$ cat src/rtl/edge_window_check.sv
module edge_window_check #(
  parameter int CNT_W         = 6,
  parameter int STARTUP_TICKS = 8
) (
  input  logic             clk,
  input  logic             rst_n,
  input  logic             enable,
  input  logic             tick,
  input  logic             din,
  input  logic [CNT_W-1:0] lim_lo,
  input  logic [CNT_W-1:0] lim_hi,
  input  logic [1:0]       edge_sel,
  output logic             pass,
  output logic             fail,
  output logic             checking
);
  localparam int SU_W = $clog2(STARTUP_TICKS + 1);
  localparam int N_W  = 4;
  localparam logic [SU_W-1:0] SU_LAST = SU_W'(STARTUP_TICKS - 1);

  typedef enum logic [2:0] {S_IDLE, S_START, S_CHECK, S_PASS, S_FAIL} state_t;

  state_t           state;
  logic [SU_W-1:0]  su_cnt;
  logic [CNT_W-1:0] cnt;
  logic [N_W-1:0]   n_ok;
  logic             armed;
  logic             prev;

  logic [N_W-1:0]   target;
  logic             edge_seen, too_early, hit_hi, last_edge;

  always_comb
    case (edge_sel)
      2'd0:    target = N_W'(3);
      2'd1:    target = N_W'(6);
      default: target = N_W'(9);
    endcase

  assign edge_seen = din ^ prev;
  assign too_early = cnt < lim_lo;
  assign hit_hi    = ({1'b0, cnt} + 1'b1) >= {1'b0, lim_hi};
  assign last_edge = (n_ok + 1'b1) == target;

  always_ff @(posedge clk or negedge rst_n)
    if (!rst_n) begin
      state  <= S_IDLE;
      su_cnt <= '0;
      cnt    <= '0;
      n_ok   <= '0;
      armed  <= 1'b0;
      prev   <= 1'b0;
    end else if (!enable) begin
      state  <= S_IDLE;
      su_cnt <= '0;
      cnt    <= '0;
      n_ok   <= '0;
      armed  <= 1'b0;
    end else begin
      case (state)
        S_IDLE: begin
          state  <= S_START;
          su_cnt <= '0;
        end
        S_START:
          if (tick) begin
            if (su_cnt == SU_LAST) begin
              state <= S_CHECK;
              prev  <= din;
              cnt   <= '0;
              n_ok  <= '0;
              armed <= 1'b0;
            end else
              su_cnt <= su_cnt + 1'b1;
          end
        S_CHECK:
          if (tick) begin
            prev <= din;
            if (edge_seen) begin
              if (!armed) begin
                armed <= 1'b1;
                cnt   <= CNT_W'(1);
              end else if (too_early)
                state <= S_FAIL;
              else begin
                cnt  <= CNT_W'(1);
                n_ok <= n_ok + 1'b1;
                if (last_edge) state <= S_PASS;
              end
            end else if (armed) begin
              if (hit_hi) state <= S_FAIL;
              else        cnt   <= cnt + 1'b1;
            end
          end
        default: ;
      endcase
    end

  assign pass     = state == S_PASS;
  assign fail     = state == S_FAIL;
  assign checking = state == S_CHECK;
endmodule

$ cat config.mk
export PLATFORM = sky130hd
export DESIGN_NAME = edge_window_check
export DESIGN_NICKNAME = d
export VERILOG_FILES = /design/src/rtl/edge_window_check.sv
export SDC_FILE = /design/constraint.sdc
export NUM_CORES = 1
export LEC_CHECK = 0
export ABC_AREA = 1
export CORE_MARGIN = 3
export CORE_UTILIZATION = 40
export DETAILED_ROUTE_END_ITERATION = 16
export PLACE_DENSITY = 0.67
export SYNTH_ARGS = -nofsm -noshare
export SYNTH_HDL_FRONTEND = slang
export SYNTH_SLANG_ARGS = --single-unit
$ cat constraint.sdc
create_clock -name clk -period 3 [get_ports clk]
set_input_delay 0.75 -clock clk [delete_from_list [all_inputs] [get_ports clk]]
set_output_delay 0.75 -clock clk [all_outputs]
set_load 0.05 [all_outputs]
==> impl_metrics.toml <==
[route]
top_layer = "met4"
drt.antenna.violating_nets = 0
firstDrtPassIters = 4
dr_wl_met2_um = 1400
num_vias = 1451
wl_met1_um = 1690
drt_drc_violations_left = 0
drt_iter0_markers = 68
drt-total-wl_um = 3200
routed_via_density = 4.73
met3_length_um = 94
wl_per_cell_um = 10.4

[pwr]
power.density_mw_per_mm2 = 535
p_switching_mw = 0.481
internal-power_mw = 0.596
p_comb_share_pct = 52.1
switching_share_pct = 44.7
pwr-share-clk_pct = 16.1
ir_worst_vdd_mv = 0.249
p_seq_share_pct = 31.8
p_leak_nw = 1.06

[place]
io_buffers = 21
gp_congestion = 0.806
placed_cells = 303
hpwl_um = 2690

[cells_and_area]
syn2layout_area_growth_pct = 19.1
drive_gt1_share_pct = 13.5
fin_nets = 293
final_cells = 307
diodes = 0

[sta]
max_slew_margin_pct = 67.0
fmax_mhz = 386
hold_violations = 0
tightest_slew_ns = 0.494
setup_viol = 0
slew_viol_final = 0
timing.final.crit_share_pct = 86.3
fin_crit_ns = 2.59
fin_worst_skew_ns = 0.00219
rsz0062_at_grt = "no"
setup_tns_ns = 0

[logic_synthesis]
netlist_area_sq_mm = 0.00169
syn_nets = 266
synth.distinct_cells = 29
synth_cells = 233
synth.avg_cell_area_sq_um = 7.25
ys_ff_latch = 19
seq_area_frac_synth_pct = 28.1
ys_warn_count = 0

[clocking]
path_clk_slew_ns = 0.07
clock_latency_ns = 0.25
ctsHoldBuffers = 0
cts_buffer_depth = 2
cts.repair.resized = 0
numCtsBuffers = 3
root_buffer = "clkbuf_8"
h-tree-depth = 1
cts_tree = "built"
clock-sinks = 19
postCtsSetupBuffers = 0

[worst_setup_path]
crit_fanout = 4
cp.arrival_ns = 1.84
worstPathRequired_ns = 2.25
cp-start-kind = "register"
worstSetupEndpointType = "output port"
critical_path_class = "register to output port"

[worst_hold_path]
hold_class = "register to register"

[grt]
first_global_vias = 1364
grt_usage_pct = 13.6
grt_max_degree = 20
grt.overflow.total = 0
grt_pass1_wl_um = 5700
antenna_found_initial = 0

[job]
maxCapViolations = 0

[floorplanning]
io_pins = 22
fp.dieArea_sq_mm = 0.00504
fp.dieW_um = 71.0
rows = 22
die_h_um = 71.0
core_sq_mm = 0.00385
start_util_pct = 43.8

[run_status]
status = "finished, final reports clean"
[per-stage QoR]
stage / hold WS (ns) / area (sq um) / power [mW] / util [%] / setup slack, ns
after detailed placement: 0.534 / 1970 / 0.914 / 51.0 / 0.441
after CTS: 0.553 / 2010 / 1.09 / 52.2 / 0.394
final: 0.548 / 2010 / 1.08 / 52.2 / 0.412
after global routing: 0.574 / 2010 / 1.17 / 52.2 / 0.350
after floorplan: 0.454 / 1690 / 0.785 / - / 0.683
after global placement: 0.530 / 1970 / 0.905 / 51.0 / 0.478
[worst max-delay path: stages, from the launching register on]
cell             delay [ns]
dfrtp_1                0.41
inv_1                  0.14
nand3_4                0.14
inv_2                  0.10
clkdlybuf4s50_1        0.80
[logic make-up after synthesis]
logic type                 count (synthesis)  share of synthesized area (%)
and+or+nand+nor                          133                           41.8
AOI/OAI and AO/OA                         18                           6.30
xor gates and xnor gates                   5                           3.04
adders and majority gates                 14                           10.4
muxes                                      1                          0.667
buffers and inverters                     43                           9.70
DFF                                       19                           28.1
[cell type report]
| class | instances | area, sq um |
|---|---|---|
| clock buffers | 4 | 45.0 |
| fillers | 391 | 1840 |
| inverters | 43 | 164 |
| multi-input cells | 171 | 1050 |
| flip-flops and latches | 19 | 475 |
| well taps | 48 | 60.1 |
| repair buffers | 22 | 218 |
[registers in the layout, indices dropped and copies added (netlist names)]
signal and count:
cnt 6, n_ok 4, su_cnt 4, state 3
armed 1, prev 1
[cells in the mapped netlist]
cell / instances / area [sq um]
nand3_1: 22 / 110
inv_4: 1 / 6.26
and3_1: 1 / 6.26
nor2_4: 2 / 22.5
a21oi_1: 6 / 30.0
o211ai_1: 1 / 7.51
nand3_2: 4 / 40.0
xnor2_2: 1 / 16.3
a21oi_2: 2 / 17.5
inv_2: 5 / 18.8
nor2_1: 11 / 41.3
dfrtp_1: 19 / 475
o21a_1: 1 / 7.51
mux2_2: 1 / 11.3
nor3_1: 3 / 15.0
nand3_4: 3 / 52.6
nand2_4: 3 / 33.8
xor2_1: 4 / 35.0
nand2_2: 2 / 12.5
o21ai_1: 4 / 20.0
nand4_1: 4 / 25.0
ha_1: 14 / 175
nand3b_1: 3 / 22.5
o21ai_2: 1 / 8.76
nor2_2: 4 / 25.0
inv_1: 37 / 139
nor2_8: 2 / 40.0
o21ai_0: 3 / 15.0
nand2_1: 69 / 259
[per-layer routing]
metal  vias to the layer above  track usage, %
li1                        796               -
met2                        18            21.0
met1                       635            19.8
met5                         -               0
met4                         0            2.30
met3                         2            2.70
[power by group through the flow]
stage	Sequential [mW]	Combinational, mW	Clock (mW)
5_1_grt	0.348	0.633	0.191
2_1_floorplan	0.337	0.448	0
4_1_cts	0.343	0.568	0.181
6_report	0.342	0.561	0.173
3_3_place_gp	0.347	0.558	0
3_5_place_dp	0.348	0.566	0
[final timing paths]
| path | startpoint | to | slack (ns) | cells after the start |
|---|---|---|---|---|
| setup / recovery | state[2]$_DFFE_PN0P_ | checking | 0.41 | 4 |
| hold / removal | state[2]$_DFFE_PN0P_ | state[2]$_DFFE_PN0P_ | 0.55 | 2 |
| setup reg to reg | cnt[0]$_DFFE_PN0P_ | cnt[4]$_DFFE_PN0P_ | 0.63 | 15 |
| hold reg to reg | state[2]$_DFFE_PN0P_ | state[2]$_DFFE_PN0P_ | 0.55 | 2 |
| max in group asynchronous | rst_n | n_ok[1]$_DFFE_PN0P_ | 1.96 | 2 |
| min in group asynchronous | rst_n | su_cnt[3]$_DFFE_PN0P_ | 0.83 | 2 |
[cell usage in the layout, fill, tap and decap left out, drive strengths merged, types with 3 or more instances in the layout]
cell           instances
a21oi                  8
clkbuf                 4
clkdlybuf4s50         21
dfrtp                 19
ha                    14
inv                   43
nand2                 74
nand3                 29
nand3b                 3
nand4                  4
nor2                  19
nor3                   3
o21ai                  8
xor2                   4
Note: power is estimated with default switching activity, not from simulation.
